===== config.mk =====
export PLATFORM = sky130hd
export DESIGN_NAME = smb_ptr_slave
export DESIGN_NICKNAME = d
export VERILOG_FILES = /design/src/rtl/smb_slv_pkg.sv /design/src/rtl/smb_bus_cond.sv /design/src/rtl/smb_slave_fsm.sv /design/src/rtl/smb_ptr_slave.sv
export SDC_FILE = /design/constraint.sdc
export NUM_CORES = 1
export LEC_CHECK = 0
export ABC_AREA = 1
export BUFFER_PORTS_ARGS = -buffer_cell sky130_fd_sc_hd__buf_2
export CAP_MARGIN = 20
export CORE_MARGIN = 5
export CORE_UTILIZATION = 25
export DETAILED_ROUTE_END_ITERATION = 8
export PLACE_DENSITY = 0.46
export SYNTH_ARGS = -nofsm -noshare
export SYNTH_HDL_FRONTEND = slang
export SYNTH_SLANG_ARGS = --single-unit
export TNS_END_PERCENT = 50

===== constraint.sdc =====
create_clock -name clk -period 5.4 [get_ports clk]
set_clock_uncertainty 0.05 [all_clocks]
set_input_delay 0.81 -clock clk [delete_from_list [all_inputs] [get_ports clk]]
set_output_delay 0.81 -clock clk [all_outputs]
set_load 0.01 [all_outputs]

===== src/rtl/smb_slv_pkg.sv =====
package smb_slv_pkg;

    localparam int BYTE_W       = 8;
    localparam int CNT_W        = $clog2(BYTE_W + 1);
    localparam int MAX_WR_BYTES = 2;
    localparam int IDX_W        = $clog2(MAX_WR_BYTES + 1);

    typedef enum logic [2:0] {
        PH_IDLE,
        PH_ADDR,
        PH_ADDR_ACK,
        PH_WR_RX,
        PH_WR_ACK,
        PH_TX,
        PH_TX_ACK,
        PH_IGNORE
    } phase_e;

    typedef struct packed {
        logic scl_rise;
        logic scl_fall;
        logic start;
        logic stop;
        logic sda;
    } bus_evt_t;

    typedef struct packed {
        phase_e              phase;
        logic [CNT_W-1:0]    bit_cnt;
        logic [BYTE_W-1:0]   shreg;
        logic [BYTE_W-1:0]   ptr;
        logic [IDX_W-1:0]    data_idx;
        logic                rnw;
        logic                is_ara;
        logic                oe;
        logic                wr_en;
        logic [BYTE_W-1:0]   wr_data;
        logic                rd_req;
        logic                rd_load;
        logic                ara_pulse;
    } fsm_regs_t;

endpackage


===== src/rtl/smb_bus_cond.sv =====
module smb_bus_cond
    import smb_slv_pkg::*;
#(
    parameter int SYNC_STAGES = 2
) (
    input  logic     clk,
    input  logic     rst_n,
    input  logic     scl_i,
    input  logic     sda_i,
    output bus_evt_t evt_o
);

    typedef struct packed {
        logic [SYNC_STAGES-1:0] scl_pipe;
        logic [SYNC_STAGES-1:0] sda_pipe;
        logic                   scl_prev;
        logic                   sda_prev;
    } cond_regs_t;

    cond_regs_t cond_d, cond_q;
    logic       scl_now, sda_now;

    assign scl_now = cond_q.scl_pipe[SYNC_STAGES-1];
    assign sda_now = cond_q.sda_pipe[SYNC_STAGES-1];

    always_comb begin
        cond_d          = cond_q;
        cond_d.scl_pipe = {cond_q.scl_pipe[SYNC_STAGES-2:0], scl_i};
        cond_d.sda_pipe = {cond_q.sda_pipe[SYNC_STAGES-2:0], sda_i};
        cond_d.scl_prev = scl_now;
        cond_d.sda_prev = sda_now;
    end

    always_ff @(posedge clk or negedge rst_n) begin
        if (!rst_n) begin
            cond_q <= '1;
        end else begin
            cond_q <= cond_d;
        end
    end

    // Events from the settled stage and its one-cycle-old copy
    always_comb begin
        evt_o.scl_rise = scl_now & ~cond_q.scl_prev;
        evt_o.scl_fall = ~scl_now & cond_q.scl_prev;
        evt_o.start    = scl_now & cond_q.scl_prev & cond_q.sda_prev & ~sda_now;
        evt_o.stop     = scl_now & cond_q.scl_prev & ~cond_q.sda_prev & sda_now;
        evt_o.sda      = sda_now;
    end

endmodule


===== src/rtl/smb_slave_fsm.sv =====
module smb_slave_fsm
    import smb_slv_pkg::*;
#(
    parameter logic [6:0] DEV_ADDR = 7'h4C,
    parameter logic [6:0] ARA_ADDR = 7'h0C
) (
    input  logic              clk,
    input  logic              rst_n,
    input  bus_evt_t          evt_i,
    input  logic              alert_req_i,
    input  logic [BYTE_W-1:0] rd_data_i,
    output logic              sda_oe_o,
    output logic              wr_en_o,
    output logic [BYTE_W-1:0] wr_addr_o,
    output logic [BYTE_W-1:0] wr_data_o,
    output logic              rd_req_o,
    output logic [BYTE_W-1:0] rd_addr_o,
    output logic              ara_serviced_o
);

    localparam logic [CNT_W-1:0] LAST_BIT  = CNT_W'(BYTE_W);
    localparam logic [BYTE_W-1:0] ARA_REPLY = {DEV_ADDR, 1'b1};

    fsm_regs_t fsm_d, fsm_q;
    logic [6:0] rx_addr;
    logic       rx_rnw;
    logic [BYTE_W-1:0] tx_next;

    assign rx_addr = fsm_q.shreg[BYTE_W-1:1];
    assign rx_rnw  = fsm_q.shreg[0];
    assign tx_next = {fsm_q.shreg[BYTE_W-2:0], 1'b1};

    always_comb begin
        fsm_d           = fsm_q;
        fsm_d.wr_en     = 1'b0;
        fsm_d.rd_req    = 1'b0;
        fsm_d.ara_pulse = 1'b0;
        fsm_d.rd_load   = fsm_q.rd_req;

        if (fsm_q.rd_load) begin
            fsm_d.shreg = rd_data_i;
        end

        if (evt_i.start) begin
            fsm_d.phase    = PH_ADDR;
            fsm_d.bit_cnt  = '0;
            fsm_d.data_idx = '0;
            fsm_d.is_ara   = 1'b0;
            fsm_d.oe       = 1'b0;
        end else if (evt_i.stop) begin
            fsm_d.phase = PH_IDLE;
            fsm_d.oe    = 1'b0;
        end else begin
            unique case (fsm_q.phase)
                PH_ADDR: begin
                    if (evt_i.scl_rise) begin
                        fsm_d.shreg   = {fsm_q.shreg[BYTE_W-2:0], evt_i.sda};
                        fsm_d.bit_cnt = fsm_q.bit_cnt + 1'b1;
                    end else if (evt_i.scl_fall && fsm_q.bit_cnt == LAST_BIT) begin
                        fsm_d.rnw = rx_rnw;
                        if (rx_addr == DEV_ADDR) begin
                            fsm_d.phase  = PH_ADDR_ACK;
                            fsm_d.oe     = 1'b1;
                            fsm_d.rd_req = rx_rnw;
                        end else if (rx_addr == ARA_ADDR && rx_rnw && alert_req_i) begin
                            fsm_d.phase  = PH_ADDR_ACK;
                            fsm_d.oe     = 1'b1;
                            fsm_d.is_ara = 1'b1;
                            fsm_d.shreg  = ARA_REPLY;
                        end else begin
                            fsm_d.phase = PH_IGNORE;
                            fsm_d.oe    = 1'b0;
                        end
                    end
                end

                PH_ADDR_ACK: begin
                    if (evt_i.scl_fall) begin
                        fsm_d.bit_cnt = '0;
                        if (fsm_q.rnw) begin
                            fsm_d.phase = PH_TX;
                            fsm_d.oe    = ~fsm_q.shreg[BYTE_W-1];
                        end else begin
                            fsm_d.phase = PH_WR_RX;
                            fsm_d.oe    = 1'b0;
                        end
                    end
                end

                PH_WR_RX: begin
                    if (evt_i.scl_rise) begin
                        fsm_d.shreg   = {fsm_q.shreg[BYTE_W-2:0], evt_i.sda};
                        fsm_d.bit_cnt = fsm_q.bit_cnt + 1'b1;
                    end else if (evt_i.scl_fall && fsm_q.bit_cnt == LAST_BIT) begin
                        if (fsm_q.data_idx == '0) begin
                            fsm_d.ptr      = fsm_q.shreg;
                            fsm_d.phase    = PH_WR_ACK;
                            fsm_d.oe       = 1'b1;
                            fsm_d.data_idx = fsm_q.data_idx + 1'b1;
                        end else if (fsm_q.data_idx < IDX_W'(MAX_WR_BYTES)) begin
                            fsm_d.wr_en    = 1'b1;
                            fsm_d.wr_data  = fsm_q.shreg;
                            fsm_d.phase    = PH_WR_ACK;
                            fsm_d.oe       = 1'b1;
                            fsm_d.data_idx = fsm_q.data_idx + 1'b1;
                        end else begin
                            fsm_d.phase = PH_IGNORE;
                            fsm_d.oe    = 1'b0;
                        end
                    end
                end

                PH_WR_ACK: begin
                    if (evt_i.scl_fall) begin
                        fsm_d.phase   = PH_WR_RX;
                        fsm_d.bit_cnt = '0;
                        fsm_d.oe      = 1'b0;
                    end
                end

                PH_TX: begin
                    if (evt_i.scl_rise) begin
                        fsm_d.bit_cnt = fsm_q.bit_cnt + 1'b1;
                        // Released for a 1 but line reads 0: arbitration lost
                        if (fsm_q.shreg[BYTE_W-1] && !evt_i.sda) begin
                            fsm_d.phase = PH_IGNORE;
                            fsm_d.oe    = 1'b0;
                        end
                    end else if (evt_i.scl_fall) begin
                        if (fsm_q.bit_cnt == LAST_BIT) begin
                            fsm_d.phase = PH_TX_ACK;
                            fsm_d.oe    = 1'b0;
                        end else begin
                            fsm_d.shreg = tx_next;
                            fsm_d.oe    = ~tx_next[BYTE_W-1];
                        end
                    end
                end

                PH_TX_ACK: begin
                    if (evt_i.scl_rise) begin
                        fsm_d.ara_pulse = fsm_q.is_ara;
                        fsm_d.phase     = PH_IGNORE;
                    end
                end

                PH_IDLE, PH_IGNORE: begin
                    fsm_d.oe = 1'b0;
                end

                default: begin
                    fsm_d.phase = PH_IDLE;
                    fsm_d.oe    = 1'b0;
                end
            endcase
        end
    end

    always_ff @(posedge clk or negedge rst_n) begin
        if (!rst_n) begin
            fsm_q       <= '0;
            fsm_q.phase <= PH_IDLE;
        end else begin
            fsm_q <= fsm_d;
        end
    end

    assign sda_oe_o       = fsm_q.oe;
    assign wr_en_o        = fsm_q.wr_en;
    assign wr_addr_o      = fsm_q.ptr;
    assign wr_data_o      = fsm_q.wr_data;
    assign rd_req_o       = fsm_q.rd_req;
    assign rd_addr_o      = fsm_q.ptr;
    assign ara_serviced_o = fsm_q.ara_pulse;

endmodule


===== src/rtl/smb_ptr_slave.sv =====
module smb_ptr_slave
    import smb_slv_pkg::*;
#(
    parameter logic [6:0] DEV_ADDR    = 7'h4C,
    parameter logic [6:0] ARA_ADDR    = 7'h0C,
    parameter int         SYNC_STAGES = 2
) (
    input  logic              clk,
    input  logic              rst_n,
    input  logic              scl_i,
    input  logic              sda_i,
    output logic              sda_oe_o,
    input  logic              alert_req_i,
    output logic              reg_wr_en_o,
    output logic [BYTE_W-1:0] reg_wr_addr_o,
    output logic [BYTE_W-1:0] reg_wr_data_o,
    output logic              reg_rd_req_o,
    output logic [BYTE_W-1:0] reg_rd_addr_o,
    input  logic [BYTE_W-1:0] reg_rd_data_i,
    output logic              ara_serviced_o
);

    bus_evt_t evt;
    logic     start_evt;
    logic     stop_evt;

    assign start_evt = evt.start;
    assign stop_evt  = evt.stop;

    smb_bus_cond #(
        .SYNC_STAGES(SYNC_STAGES)
    ) cond_i (
        .clk  (clk),
        .rst_n(rst_n),
        .scl_i(scl_i),
        .sda_i(sda_i),
        .evt_o(evt)
    );

    smb_slave_fsm #(
        .DEV_ADDR(DEV_ADDR),
        .ARA_ADDR(ARA_ADDR)
    ) fsm_i (
        .clk           (clk),
        .rst_n         (rst_n),
        .evt_i         (evt),
        .alert_req_i   (alert_req_i),
        .rd_data_i     (reg_rd_data_i),
        .sda_oe_o      (sda_oe_o),
        .wr_en_o       (reg_wr_en_o),
        .wr_addr_o     (reg_wr_addr_o),
        .wr_data_o     (reg_wr_data_o),
        .rd_req_o      (reg_rd_req_o),
        .rd_addr_o     (reg_rd_addr_o),
        .ara_serviced_o(ara_serviced_o)
    );

endmodule


* Word-level counts from Yosys, hierarchy flattened *
Index checks and enable logic that the tools add are counted.

storage, ports and cells
  register bits after elaboration = 46
  output and inout bits = 28
  bits of input ports = 13

operators by class
  add/subtract/negate cells = 2
  equality and inequality tests = 27
  multiplexer cells = 74
  bitwise gates (word level) = 17
  order comparisons = 1
  reductions and logical operators = 25

operators by type and width
  kind                                                   number
  two-way mux 8 bit                                      9
  two-way mux 10 bit                                     7
  two-way mux 3 bit                                      15
  two-way mux 9 bit                                      3
  two-way mux 24 bit                                     1
  one-hot mux 8 bit (3 select lines)                     1
  two-way mux 1 bit                                      22
  two-way mux 7 bit                                      3
  one-hot mux 3 bit (6 select lines)                     1
  AND reduction 6 bit                                    3
  two-way mux 16 bit                                     1
  inequality test 4 x 3 -> 1 bit, second input constant  4
  one-hot mux 4 bit (4 select lines)                     1
  nonzero test 8 bit                                     2
  inequality test 5 x 4 -> 1 bit, second input constant  3
  two-way mux 2 bit                                      7
  equality test 3 bit, second input constant             4
  two-way mux 12 bit                                     1
  inequality test 4 bit, second input constant           3
  AND reduction 11 bit                                   1
  inverter 1 bit                                         10
  AND reduction 5 bit                                    2
  AND reduction 9 bit                                    1
  nonzero test 2 bit                                     4
  23 further kinds                                       37

* Longest topological paths before layout *
Gate-level depths: netlist of the first run.

  word-level depth = 10
  gate-level depth with buffers = 13
  gate-level depth less buffers = 13

* Modules after synthesis *
Synthesis of the first run repeated with hierarchy kept, for this count alone.

unflattened totals
  cell total of the unflattened synthesis = 405
  area total of the unflattened synthesis = 2,902.8 um^2

by module, submodules not included
  module         area an instance (um^2)  times used  cells an instance
  smb_slave_fsm  2,696.3                  1           387
  smb_bus_cond   206.4                    1           18

* Least setup slack after synthesis of the first run *
No wires, ideal clock.

  path type = reg2reg
  from = register cond_i.cond_q (netlist bit cond_i.cond_d[1])
  to = register fsm_i.fsm_q[37] in the netlist's numbering
  stages on the path, launching flop included = 14
  required time = 5,285 ps
  arrival = 1,685 ps
  period minus slack after synthesis = 1,800 ps
  setup slack = 3,600 ps
  setup time = 65 ps
  path buffers = 0
  path through = dfstp_2 ha_1 inv_1 nor2_1 nand2_2 nand2_2 inv_1 nand2_1 nand2_1 inv_1 nand2_1 nor2_1 nand2_1 nand2_1

on the way
  word-level cells in the longest chain between the ends = 5
  elaborated cells between the ends (all ways) = 25

ends and longest elaborated chain
  item                                                                        RTL line                                source
  start: declaration                                                          smb_bus_cond.sv:20                      cond_regs_t cond_d, cond_q;
  start signal: assignment                                                    smb_bus_cond.sv:38                      cond_q <= cond_d;
  AND 1 bit (tied with other cells)                                           smb_bus_cond.sv:46, smb_bus_cond.sv:47
  AND 1 bit (tied with other cells) (2 in a row)                              smb_bus_cond.sv:46                      evt_o.start = scl_now & cond_q.scl_prev & cond_q.sda_prev & ~sda_now;
  inequality test 5 x 4 -> 1 bit (no line) (tied with other cells)            -
  AND reduction 11 bit (no line) / two-way mux 7 bit (equally long branches)  -
  end signal: assignment                                                      smb_slave_fsm.sv:164                    fsm_q <= fsm_d;
  end: declaration                                                            smb_slave_fsm.sv:24                     fsm_regs_t fsm_d, fsm_q;

Several ways; a longest one is shown, not always the timed one.
A chain may end at the register's enable or synchronous reset.

* Worst setup path after layout of the first run *
  from = register cond_i.cond_q (netlist bit cond_i.cond_d[1])
  to = register fsm_i.fsm_q[33] in the netlist's numbering

on the way
  word-level cells in the longest chain between the ends = 5
  elaborated cells between the ends (all ways) = 16

ends and longest elaborated chain
  item                                                              RTL line
  AND 1 bit                                                         smb_bus_cond.sv:46, smb_bus_cond.sv:47
  AND 1 bit, on equally long branches (2 in a row)                  smb_bus_cond.sv:46, smb_bus_cond.sv:47
  inequality test 3 x 2 -> 1 bit (no line) (tied with other cells)  -
  AND reduction 6 bit (no line)                                     -

Several ways; a longest one is shown, not always the timed one.

==> out/summary.txt, run 1 <==
Status -> complete, no violations
Met2 wire length -> 3300 microns
Final WS setup -> 3.17 ns
Hold_sp -> cond_i.cond_d[3]$_DFF_PN1_
DR top layer -> met4
Final min period -> 2.23 ns
Synth cell count leaders -> nand2_1, dfrtp_1, nor2_1, inv_1, buf_4
Hold endpoint -> cond_i.evt_o[0]$_DFF_PN1_
Detailed-route via count -> 2,353
CTS tree -> built
Drt drc -> 0
Crit Reg-Reg Startpoint -> cond_i.cond_d[1]$_DFF_PN1_
XOR/XNOR Fraction of Synth Area -> 0.615%
Die Y-Extent -> 117 microns
Core area -> 11,300 sq um
Multiplexer area fraction after synthesis -> 0%
Fmax achieved -> 448 MHz
R2R depth -> 7
CTS resizes -> 0
NumNets Final -> 409
YS warnings -> 0
Worst-path clk slew -> 0.07 ns
Routed length on met3 -> 429 microns
Peak supply drop -> 0.000212 V
Final Util -> 28.4%
Seq/Total Area, Yosys -> 40.7%
Worst EP required -> 5.57 ns
CP Launch Type -> flop
Post-CTS Setup Bufs -> 0
Slew @ Worst Pin -> 0.517 ns
Largest stage delay on the critical path -> 0.55 ns
Total Routed Length -> 7220 microns
WS Path Type -> flop to flop
Number of DRC markers in iteration 0 -> 123
Post-synthesis adder-cell area fraction -> 3.52%
Vias in the first global route -> 2,309
EDFF count, synth -> 0
Die Area -> 13,600 sq um
ANT nets after route -> 0
Hold depth -> 0
Worst rel slew slack -> 65.6%
First drt pass iteration count -> 4
Final Max Tran Viols -> 0
Area delta synth->final -> 12.5%
Post-Syn Instances -> 368
Top-count cell post-synth -> nand2_1
Max Cap Viol -> 0
All-layer global routing usage -> 11.2%
Yosys top cell by area -> dfrtp_1
RePlAce Congestion -> 0.822
Async SR Flop Fraction -> 100%
Final hold slack -> 0.305 ns
Initial core utilization -> 25.3%
Final setup viols -> 0
Post-detailed-placement half-perimeter wirelength -> 5360 microns
RSZ-0062 raised after global routing -> no
Final hold vios -> 0
WP data arrival -> 2.40 ns
Lkg Pwr -> 0.00161 uW
Num CTS Buffers -> 5
Top post-synthesis cells by area -> dfrtp_1, nand2_1, buf_4
Combinational family with the most area after synthesis -> simple AND/OR/NAND/NOR gates
Avg Cell Area, Syn -> 7.74 sq um
Die Wd -> 117 microns
# rows -> 39
Top-area cell type share of the netlist area -> 35.2%
WL per Instance -> 13.6 microns
Global route overflow -> 0
Worst hold path class -> flop to flop
Synthesized cell area -> 2850 sq um
CTS root buf -> clkbuf_16
CP Max Fanout -> 19
CP endpoint kind -> flop
Share of layout cells above drive strength 1 -> 23.7%
Worst-path cell chain -> ha_1, clkinv_1, nor2_1, o21ai_0, nor2_1, nor2_1, a21oi_1
Crit path top cell by count -> nor2_1
R2R Path End -> fsm_i.fsm_q[33]$_DFFE_PN0P_
Worst skew pair latency -> 0.29 ns
Power per cell area -> 456 nW/um^2
Pin count of the biggest net entering global routing -> 47
Fin crit share -> 41.4%
#FFs+latches synth -> 46
Dpl ws -> 3.18 ns
Netlist cell types -> 32
Setup TNS -> 0 ns
Wire length on met1 -> 3410 microns
Post-cts hold buffer count -> 0
Via/cell ratio -> 4.42
Clk sinks -> 46
Clock buffer depth -> 2
IO Port Bufs -> 40
Initial antenna violation count -> 0
First-pass GRT wire length -> 11,900 microns
Main synth FF type -> dfrtp_1
Total power -> 1460 uW
Reg2reg setup slack -> 3.17 ns
Slowest-stage cell, CP -> dfstp_2
Diodes inserted -> 0
Simple-gate share of the synthesized area -> 29.6%
Post-synthesis net count -> 389
H-tree depth -> 2
I/O pins -> 41
Compound-Gate Fraction of Synth Area -> 13.0%
[flip-flops by register name (all words and copies together) (netlist names)]
signal	count
cond_i.evt_o	1
fsm_i.rd_addr_o	8
fsm_i.fsm_q	20
fsm_i.sda_oe_o	1
fsm_i.wr_data_o	8
fsm_i.rd_req_o	1
fsm_i.wr_en_o	1
cond_i.cond_q	2
fsm_i.ara_serviced_o	1
cond_i.cond_d	3
[through the flow]
stage | instance area (sq um) | instances
after global placement | 3020 | 523
after global routing | 3200 | 532
after CTS | 3180 | 531
final | 3200 | 532
after detailed placement | 3020 | 523
after floorplan | 2850 | 368
[kinds of logic (layout without fill, tap and decap cells)]
kind of cell | after synthesis | after routing
AND/OR/NAND/NOR | 186 | 186
flip-flops | 46 | 46
buffers and inverters | 66 | 87
AO/OA/AOI/OAI | 60 | 60
XOR/XNOR | 2 | 2
adder cells (fa/ha/maj) | 8 | 8
[cell usage in the layout, fill, tap and decap left out, drive strengths merged, types with 2 or more instances in the layout]
cell / instances
nand3: 19
o21ai: 39
buf: 41
nand4: 7
dfrtp: 40
o21bai: 2
a21boi: 2
ha: 8
nor2: 40
nor3: 3
xor2: 2
o211ai: 4
inv: 37
a21oi: 12
dfstp: 6
clkbuf: 6
nand2: 116
[layer usage]
layer  up-vias  global-route usage, %
met5         -                      0
met4         0                   3.67
met3         6                   2.28
met2        66                   17.8
met1      1083                   15.3
li1       1198                      -
[worst max-delay path, delay by kind of cell, from the launching register on]
kind            cells  cell delay, ns
compound gates      2            0.28
fa+ha+maj           1            0.30
buf+inv             1            0.45
flops               1            0.55
simple gates        3            0.54
[worst max-delay path by stage]
| stage | startpoint | to |
|---|---|---|
| floorplan | cond_i.cond_d[1]$_DFF_PN1_ | fsm_i.fsm_q[37]$_DFFE_PN0P_ |
| global placement | cond_i.cond_d[1]$_DFF_PN1_ | fsm_i.fsm_q[29]$_DFF_PN0_ |
| detailed placement | cond_i.cond_d[1]$_DFF_PN1_ | fsm_i.fsm_q[28]$_DFF_PN0_ |
| CTS | cond_i.cond_d[1]$_DFF_PN1_ | fsm_i.fsm_q[28]$_DFF_PN0_ |
| global route | cond_i.cond_d[1]$_DFF_PN1_ | fsm_i.fsm_q[29]$_DFF_PN0_ |
| finish | cond_i.cond_d[1]$_DFF_PN1_ | fsm_i.fsm_q[33]$_DFFE_PN0P_ |
[where the power goes]
| part | leakage [uW] | total, uW | switching (uW) | internal (uW) |
|---|---|---|---|---|
| sequential | 0.000599 | 464 | 61.1 | 403 |
| combinational | 0.000938 | 639 | 433 | 206 |
| clock | 0.0000771 | 357 | 138 | 219 |
[cell type report]
type / instances / area [sq um]
Fill cell: 1227 / 8070
Multi-Input combinational cell: 256 / 1330
Sequential cell: 46 / 1160
Timing Repair Buffer: 41 / 220
Tap cell: 143 / 179
Inverter: 38 / 148
Clock buffer: 6 / 129
Clock inverter: 2 / 37.5
Power figures use the tool's default switching activity.
==> inputs of run 2 (changes only) <==
Clock period 5.4 ns to 2.3 ns, I/O delays scaled along.
==> out/summary.txt, run 2 (same netlist as run 1, synthesis figures left out) <==
RSZ-0062 raised after global routing -> no
IO Port Bufs -> 40 (unchanged)
Power per cell area -> 1070 nW/um^2 (+130%)
Area delta synth->final -> 13.8%
CTS root buf -> clkbuf_16
Most frequent cells in the layout -> nand2_1, dfrtp_1, buf_2
WL per Instance -> 13.6 microns (+0.30%)
Pin count of the biggest net entering global routing -> 30 (-36%)
Global route overflow -> 0 (unchanged)
Final Util -> 28.7% (+0.33 points)
First-pass GRT wire length -> 12,200 microns (+2.0%)
Final setup viols -> 0 (unchanged)
Slew @ Worst Pin -> 0.676 ns (+0.159 ns)
Core area -> 11,300 sq um (unchanged)
Die Y-Extent -> 117 microns (unchanged)
Clk sinks -> 46 (unchanged)
Die Wd -> 117 microns (unchanged)
Initial antenna violation count -> 0 (unchanged)
# rows -> 39 (unchanged)
Total Routed Length -> 7310 microns (+1.2%)
I/O pins -> 41 (unchanged)
Worst hold path class -> input port to async pin
Worst-path clk slew -> 0.07 ns (about the same)
Final Non-Filler Cells -> 537 (+0.94%)
Worst EP required -> 2.46 ns (-3.11 ns)
H-tree depth -> 2 (unchanged)
Final hold vios -> 0 (unchanged)
Diodes inserted -> 0 (unchanged)
Peak supply drop -> 0.000689 V (+220%)
Commonest non-fill, non-tap cell in the layout -> nand2_1
Post-detailed-placement half-perimeter wirelength -> 5580 microns (+4.0%)
CP Launch Type -> flop
Number of DRC markers in iteration 0 -> 155 (+26%)
Via/cell ratio -> 4.53 (+2.3%)
Final Max Tran Viols -> 0 (unchanged)
Initial core utilization -> 25.3% (unchanged)
Drt drc -> 0 (unchanged)
Worst rel slew slack -> 54.9% (-11 points)
Worst skew pair latency -> 0.29 ns (about the same)
# placed instances -> 529 (+1.1%)
Fmax achieved -> 492 MHz (+9.9%)
WP data arrival -> 2.19 ns (-0.21 ns)
All-layer global routing usage -> 11.4% (+0.18 points)
WS Path Type -> flop to flop
Detailed-route via count -> 2,430 (+3.3%)
Setup TNS -> 0 ns (unchanged)
Reg with most FFs -> fsm_i.fsm_q
Share of layout cells above drive strength 1 -> 24.9% (+1.2 points)
ANT nets after route -> 0 (unchanged)
CP Max Fanout -> 8 (-11)
Status -> complete, no violations
RePlAce Congestion -> 0.913 (+11%)
CP endpoint kind -> flop
Clock buffer depth -> 2 (unchanged)
NumNets Final -> 414 (+1.2%)
Final min period -> 2.03 ns (-0.201 ns)
Max FFs per register -> 20 (unchanged)
Lkg Pwr -> 0.00164 uW (+1.6%)
Final hold slack -> 0.0289 ns (-0.276 ns)
Max Cap Viol -> 0 (unchanged)
CTS tree -> built
Die Area -> 13,600 sq um (unchanged)
First drt pass iteration count -> 4 (unchanged)
Vias in the first global route -> 2,471 (+7.0%)
Fin crit share -> 88.4% (+47 points)
Num CTS Buffers -> 5 (unchanged)
## run 2: area by class of cell
| class | instances | area (sq um) |
|---|---|---|
| clock inverters | 3 | 48.8 |
| well taps | 143 | 179 |
| multi-input cells | 256 | 1340 |
| flip-flops and latches | 46 | 1160 |
| fillers | 1211 | 8030 |
| inverters | 38 | 148 |
| clock buffers | 5 | 125 |
| repair buffers | 46 | 245 |
## run 2: worst max-delay path, cell delays in order (launching register included)
cell and delay, ns:
dfstp_2 0.56, ha_1 0.27, clkinv_1 0.27, nor2_1 0.34
o21ai_0 0.18, nor2_1 0.11, nor2_1 0.05, a21oi_1 0.12
## run 2: repair_timing
action | CTS | global route
setup endpoints to repair | 0 | 3
setup buffers | 0 | 0
hold buffers | 0 | 0
gates resized for setup | 0 | 1
## run 2: metrics by stage
step / instance area [sq um] / total power [uW] / setup slack, ns
after floorplan: 2850 / 2210 / 0.500
after CTS: 3230 / 3490 / 0.186
after global routing: 3240 / 3750 / 0.0341
after global placement: 3060 / 2620 / 0.234
final: 3240 / 3460 / 0.267
after detailed placement: 3060 / 2610 / 0.205
## run 2: path summary, 6_finish.rpt
| kind | start | to | slack [ns] | cells after the start |
|---|---|---|---|---|
| worst max-delay path | cond_i.cond_d[1]$_DFF_PN1_ | fsm_i.fsm_q[33]$_DFFE_PN0P_ | 0.27 | 7 |
| worst min-delay path | rst_n | fsm_i.sda_oe_o$_DFFE_PN0P_ | 0.03 | 1 |
| worst max register to register | cond_i.cond_d[1]$_DFF_PN1_ | fsm_i.fsm_q[33]$_DFFE_PN0P_ | 0.27 | 7 |
| worst min register to register | cond_i.cond_d[5]$_DFF_PN1_ | cond_i.cond_d[1]$_DFF_PN1_ | 0.31 | 0 |
| max in group asynchronous | rst_n | fsm_i.wr_data_o[0]$_DFFE_PN0P_ | 1.53 | 2 |
| min in group clk | sda_i | cond_i.cond_d[3]$_DFF_PN1_ | 0.10 | 1 |
## run 2: layer usage
metal	vias up	routed length (microns)	global-route usage [%]
met4	0	135	4.13
met2	69	3420	18.6
met3	12	460	2.33
met5	-	0	0
li1	1214	-	-
met1	1135	3290	14.9
## run 2: power by group
part	switching [uW]	leakage (uW)	internal, uW
logic	1030	0.000959	487
clock network	339	0.0000819	521
registers	138	0.000599	945
total	1510	0.00164	1950
